<file path="src/rtl/edge_capture_pkg.sv">
package edge_capture_pkg;
  typedef enum logic {
    EDGE_FALL = 1'b0,
    EDGE_RISE = 1'b1
  } edge_pol_e;
endpackage

</file>
<file path="src/rtl/ecu_sync.sv">
module ecu_sync #(
  parameter int STAGES = 2
) (
  input  logic clk,
  input  logic rst,
  input  logic d_i,
  output logic q_o
);
  logic [STAGES-1:0] chain_q;

  generate
    for (genvar g = 0; g < STAGES; g++) begin : g_stage
      if (g == 0) begin : g_first
        always_ff @(posedge clk) begin
          if (rst) chain_q[g] <= 1'b0;
          else     chain_q[g] <= d_i;
        end
      end else begin : g_next
        always_ff @(posedge clk) begin
          if (rst) chain_q[g] <= 1'b0;
          else     chain_q[g] <= chain_q[g-1];
        end
      end
    end
  endgenerate

  assign q_o = chain_q[STAGES-1];
endmodule

</file>
<file path="src/rtl/ecu_filter.sv">
module ecu_filter #(
  parameter int LEN = 4
) (
  input  logic clk,
  input  logic rst,
  input  logic din_i,
  output logic filt_o
);
  localparam int HIST = LEN - 1;

  logic [HIST-1:0] hist_q;
  logic [LEN-1:0]  window;
  logic            all_hi, all_lo;
  logic            filt_q;

  assign window = {hist_q, din_i};
  assign all_hi = &window;
  assign all_lo = ~|window;

  generate
    if (HIST == 1) begin : g_h1
      always_ff @(posedge clk) begin
        if (rst) hist_q <= '0;
        else     hist_q <= din_i;
      end
    end else begin : g_hn
      always_ff @(posedge clk) begin
        if (rst) hist_q <= '0;
        else     hist_q <= {hist_q[HIST-2:0], din_i};
      end
    end
  endgenerate

  always_ff @(posedge clk) begin
    if (rst)         filt_q <= 1'b0;
    else if (all_hi) filt_q <= 1'b1;
    else if (all_lo) filt_q <= 1'b0;
  end

  assign filt_o = filt_q;

  generate
    if (LEN == 4) begin : g_chk4
      // a change of the output follows four agreeing input samples
      assert_filter_run_R4: assert property (@(posedge clk) disable iff (rst)
        (filt_q != $past(filt_q)) |->
          ($past(din_i, 1) == filt_q && $past(din_i, 2) == filt_q &&
           $past(din_i, 3) == filt_q && $past(din_i, 4) == filt_q));
    end
  endgenerate
endmodule

</file>
<file path="src/rtl/ecu_edge.sv">
module ecu_edge
  import edge_capture_pkg::*;
(
  input  logic      clk,
  input  logic      rst,
  input  logic      lvl_i,
  input  edge_pol_e pol_i,
  output logic      hit_o
);
  logic prev_q;

  // previous level is tracked every cycle, independent of polarity
  always_ff @(posedge clk) begin
    if (rst) prev_q <= 1'b0;
    else     prev_q <= lvl_i;
  end

  assign hit_o = (lvl_i != prev_q) && (lvl_i == logic'(pol_i));
endmodule

</file>
<file path="src/rtl/edge_capture_unit.sv">
module edge_capture_unit
  import edge_capture_pkg::*;
#(
  parameter int CNT_W       = 16,
  parameter int SYNC_STAGES = 2,
  parameter int FILT_LEN    = 4
) (
  input  logic             clk,
  input  logic             rst,
  input  logic             pin_i,
  input  logic [CNT_W-1:0] count_i,
  input  logic             filt_en_i,
  input  logic             edge_rise_i,
  input  logic             top_mode_i,
  input  logic             irq_en_i,
  input  logic             flag_clr_i,
  output logic [CNT_W-1:0] cap_o,
  output logic             flag_o,
  output logic             irq_o
);
  logic             sync_lvl, filt_lvl, sel_lvl, hit, cap_evt, flag_nxt;
  logic [CNT_W-1:0] cap_q;
  logic             flag_q, irq_q;
  edge_pol_e        pol;

  ecu_sync #(.STAGES(SYNC_STAGES)) u_sync (
    .clk(clk), .rst(rst), .d_i(pin_i), .q_o(sync_lvl));

  ecu_filter #(.LEN(FILT_LEN)) u_filt (
    .clk(clk), .rst(rst), .din_i(sync_lvl), .filt_o(filt_lvl));

  assign sel_lvl = filt_en_i ? filt_lvl : sync_lvl;
  assign pol     = edge_rise_i ? EDGE_RISE : EDGE_FALL;

  ecu_edge u_edge (
    .clk(clk), .rst(rst), .lvl_i(sel_lvl), .pol_i(pol), .hit_o(hit));

  assign cap_evt  = hit && !top_mode_i;
  assign flag_nxt = cap_evt ? 1'b1 : (flag_clr_i ? 1'b0 : flag_q);

  always_ff @(posedge clk) begin
    if (rst) begin
      cap_q  <= '0;
      flag_q <= 1'b0;
      irq_q  <= 1'b0;
    end else begin
      if (cap_evt) cap_q <= count_i;
      flag_q <= flag_nxt;
      irq_q  <= flag_nxt && irq_en_i;
    end
  end

  assign cap_o  = cap_q;
  assign flag_o = flag_q;
  assign irq_o  = irq_q;

  // flag persists without a clear strobe
  assert_flag_sticky_R6: assert property (@(posedge clk) disable iff (rst)
    (flag_q && !flag_clr_i) |=> flag_q);

  // capture wins over a simultaneous clear
  assert_set_wins_R6: assert property (@(posedge clk) disable iff (rst)
    cap_evt |=> flag_q);

  // an enabled capture raises the request
  assert_irq_raise_R7: assert property (@(posedge clk) disable iff (rst)
    (cap_evt && irq_en_i) |=> irq_o);

  // no load of the capture register in limit mode
  assert_top_hold_R8: assert property (@(posedge clk) disable iff (rst)
    top_mode_i |=> $stable(cap_o));
endmodule

</file>
<file path="config.mk">
export PLATFORM = sky130hd
export DESIGN_NAME = edge_capture_unit
export DESIGN_NICKNAME = d
export VERILOG_FILES = /design/src/rtl/edge_capture_pkg.sv /design/src/rtl/ecu_sync.sv /design/src/rtl/ecu_filter.sv /design/src/rtl/ecu_edge.sv /design/src/rtl/edge_capture_unit.sv
export SDC_FILE = /design/constraint.sdc
export NUM_CORES = 1
export LEC_CHECK = 0
export ABC_AREA = 1
export BUFFER_PORTS_ARGS = -buffer_cell sky130_fd_sc_hd__buf_2
export CAP_MARGIN = 25
export CORE_MARGIN = 4
export CORE_UTILIZATION = 49
export DETAILED_ROUTE_END_ITERATION = 8
export PLACE_DENSITY_LB_ADDON = 0.3
export SLEW_MARGIN = 20
export SYNTH_ARGS = -nofsm -noshare
export SYNTH_HDL_FRONTEND = slang
export SYNTH_HIERARCHICAL = 1
export SYNTH_SLANG_ARGS = --single-unit
</file>
<file path="constraint.sdc">
create_clock -name clk -period 2.35 [get_ports clk]
set_input_delay 0.47 -clock clk [delete_from_list [all_inputs] [get_ports clk]]
set_output_delay 0.47 -clock clk [all_outputs]
set_load 0.03 [all_outputs]
</file>
==> impl_metrics.py <==
metrics = {
    "setup_path": {
        "r2r_cells": 10,
        "crit_path_end_kind": "flip-flop",
        "r2r_slack_ps": 660,
        "startpoint_type": "flip-flop",
        "crit_type": "reg2reg",
        "critical_path.max_fanout": 17,
        "cp.arrival_ps": 1950,
        "required_ps": 2610,
        "crit-reg2reg-capture": "cap_o[13]$_SDFFE_PP0P_",
        "r2r_start": "u_sync/q_o$_SDFF_PP0_",
    },
    "timing": {
        "finalSetupTns_ps": 0,
        "hold_violations": 0,
        "rsz0062_at_grt": "no",
        "finalClockSkew_ps": 9.705,
        "tightest_slew_ps": 532.3,
        "final-setup-viol-count": 0,
        "maxSlewViolCount": 0,
        "relSlewSlack": 0.6447,
        "period_share": 0.7187,
        "min_period_ps": 1689,
        "fmax_ghz": 0.5921,
    },
    "logic_synthesis": {
        "yosys-top-cells-area": "dfxtp_1 49%, nor2_1 15%, nand3b_1 12%",
        "dominantRegCellSynth": "dfxtp_1",
        "synth.avg_cell_area_um2": 7.452,
        "ys.warnings.count": 6,
        "yosys-top-cells-count": "42 x nor2_1, 30 x nand2_1, 25 x dfxtp_1, 16 x nand3b_1, 13 x inv_1",
        "yosysUniqueCellTypes": 14,
        "seq_area_frac_synth": 0.4902,
        "netlist_instances": 137,
        "synth_edf_count": 0,
        "synth_most_common_cell": "nor2_1",
        "yosys.area.top_type": "dfxtp_1",
        "synth-seq-cells": 25,
        "syn-cell-area_um2": 1021,
        "ys_async_sr_fraction": 0,
        "synth.net_count": 161,
        "yosysTopAreaCellShare": 0.4902,
    },
    "min_path": {
        "holdPathStages": 3,
        "worstHoldStart": "pin_i",
        "min_to": "u_sync/chain_q[0]$_SDFF_PP0_",
        "hold_path.class": "in2reg",
    },
    "cts": {
        "cts_setup_buffers": 0,
        "ctsHoldBuffers": 0,
        "clock-sinks": 25,
        "path_clk_slew_ps": 130,
        "cts_resized": 0,
        "cts_tree": "yes",
        "cts_buffers": 3,
        "worstSkewPairLatency_ps": 320,
        "root_buffer": "clkbuf_4",
        "clockBufferDepth": 2,
        "cts_max_level": 1,
    },
    "cells_and_area": {
        "areaGrowthSynthToFinish_pct": 22.06,
        "final_layout_size_suffix_gt1_frac": 0.2768,
        "layout.nets": 202,
        "n_antenna_cell": 0,
        "fin_cells": 204,
        "nFillCells": 197,
    },
    "die": {
        "coreArea_um2": 1962,
        "num_io_pins": 42,
        "die_area_um2": 2878,
        "row_count": 16,
        "die_w_um": 53.65,
        "die_y_um": 53.65,
        "start_util": 0.5204,
    },
    "outcome": {
        "status": "finished clean",
    },
    "power": {
        "seqPwrFrac": 0.584,
        "p_sw_w": 0.0002203,
        "p_int_w": 0.0005562,
        "comb_power_share": 0.173,
        "p_leak_nw": 0.6445,
        "p_sw_frac": 0.2837,
        "cellPowerDensity_nw_per_um2": 623.1,
        "clkPwrFrac": 0.243,
        "peakVddDrop_v": 0.0004806,
    },
    "drt": {
        "first_iter_violations": 12,
        "drt_wl_total_mm": 2.078,
        "viasPerCell": 4.505,
        "first_pass_iters": 4,
        "drcViolationCount": 0,
        "vias": 919,
        "drtAntennaViolNets": 0,
        "post_drt_wl_per_cell_um": 10.19,
    },
    "grt": {
        "overflow": 0,
        "gr-usage-all-layers": 0.1597,
        "first_global_vias": 864,
        "grt_max_degree": 18,
        "antenna_found_initial": 0,
        "grt_pass1_wl_mm": 3.367,
    },
    "flow_run": {
        "drv_cap": 0,
    },
    "placement": {
        "io_buffers": 41,
        "post-place-cells": 200,
        "dp_hpwl_mm": 1.581,
        "gp_congestion": 0.7215,
    },
}
-- power groups by stage --
stage	clock, W	combinational [W]	sequential [W]
detailed placement	0	0.000136	0.000463
floorplan	0	0.0000608	0.000497
CTS	0.000194	0.000136	0.000454
global placement	0	0.000133	0.000462
global route	0.000202	0.000150	0.000456
finish	0.000188	0.000135	0.000453
-- metal layers --
layer  track usage  up-vias  part of all wire
li1              -      491                 -
met1        0.1752      394              0.45
met2        0.2857       28              0.47
met3       0.03047        6             0.054
met4       0.08936        0             0.027
met5             0        -                 0
-- stage by stage --
step | cell area, um2 | setup slack (ps) | power [W] | hold slack (ps) | util
after detailed placement | 1219 | 495.0 | 0.0005989 | 400.1 | 0.6212
final | 1246 | 661.1 | 0.0007765 | 350.3 | 0.6352
after CTS | 1246 | 640.8 | 0.0007833 | 340.6 | 0.6352
after global routing | 1246 | 399.7 | 0.0008087 | 366.7 | 0.6352
after floorplan | 1021 | 854.5 | 0.0005578 | 388.3 | -
after global placement | 1219 | 552.4 | 0.0005956 | 394.1 | 0.6212
-- area by class of cell --
type / count / area (um2) / area share
clock buffer: 3 / 22.52 / 0.01807
timing repair buffer: 41 / 205.2 / 0.1647
tap: 27 / 33.78 / 0.02711
inverter: 15 / 61.31 / 0.04920
sequential: 25 / 500.5 / 0.4016
clock inverter: 1 / 5.005 / 0.004016
multi-input combinational: 92 / 417.9 / 0.3353
-- how the worst max path moves through the flow --
| stage | startpoint | endpoint | cells after the start |
|---|---|---|---|
| floorplan | filt_en_i | cap_o[0]$_SDFFE_PP0P_ | 12 |
| global placement | filt_en_i | cap_o[12]$_SDFFE_PP0P_ | 10 |
| detailed placement | filt_en_i | cap_o[14]$_SDFFE_PP0P_ | 10 |
| CTS | u_sync/q_o$_SDFF_PP0_ | cap_o[14]$_SDFFE_PP0P_ | 10 |
| global route | u_sync/q_o$_SDFF_PP0_ | cap_o[15]$_SDFFE_PP0P_ | 10 |
| finish | u_sync/q_o$_SDFF_PP0_ | cap_o[13]$_SDFFE_PP0P_ | 10 |
-- registers in the layout, indices dropped and copies added, names as in the netlist --
signal	cells
u_filt/filt_o	1
flag_o	1
u_sync/chain_q	1
cap_o	16
u_edge/prev_q	1
u_filt/hist_q	3
irq_o	1
u_sync/q_o	1
-- worst max-delay path: stages (launching register included) --
cell and delay (ps):
dfxtp_1 410, inv_1 50, o21ai_0 190, nand2_1 80, nand2_1 60, nand2_1 50, inv_1 390, nand2_4 130
inv_6 140, nor2_1 60, nor2_1 90
-- layout by cell type (no fill, tap or decap) --
| master | n |
|---|---|
| nand2_1 | 30 |
| nor2_2 | 1 |
| o21ai_0 | 1 |
| buf_2 | 41 |
| clkbuf_4 | 3 |
| nand2_4 | 1 |
| inv_6 | 1 |
| inv_2 | 1 |
| nor2_1 | 42 |
| dfxtp_1 | 25 |
| clkinv_2 | 1 |
| inv_1 | 13 |
| nand3b_1 | 16 |
| a21oi_1 | 1 |
-- logic make-up after synthesis --
family	count (synthesis)	synth area share
AOI/OAI and AO/OA	2	0.009795
buffers and inverters	20	0.1005
and+or+nand+nor	90	0.3995
DFF	25	0.4902
Power figures use the tool's default switching activity.
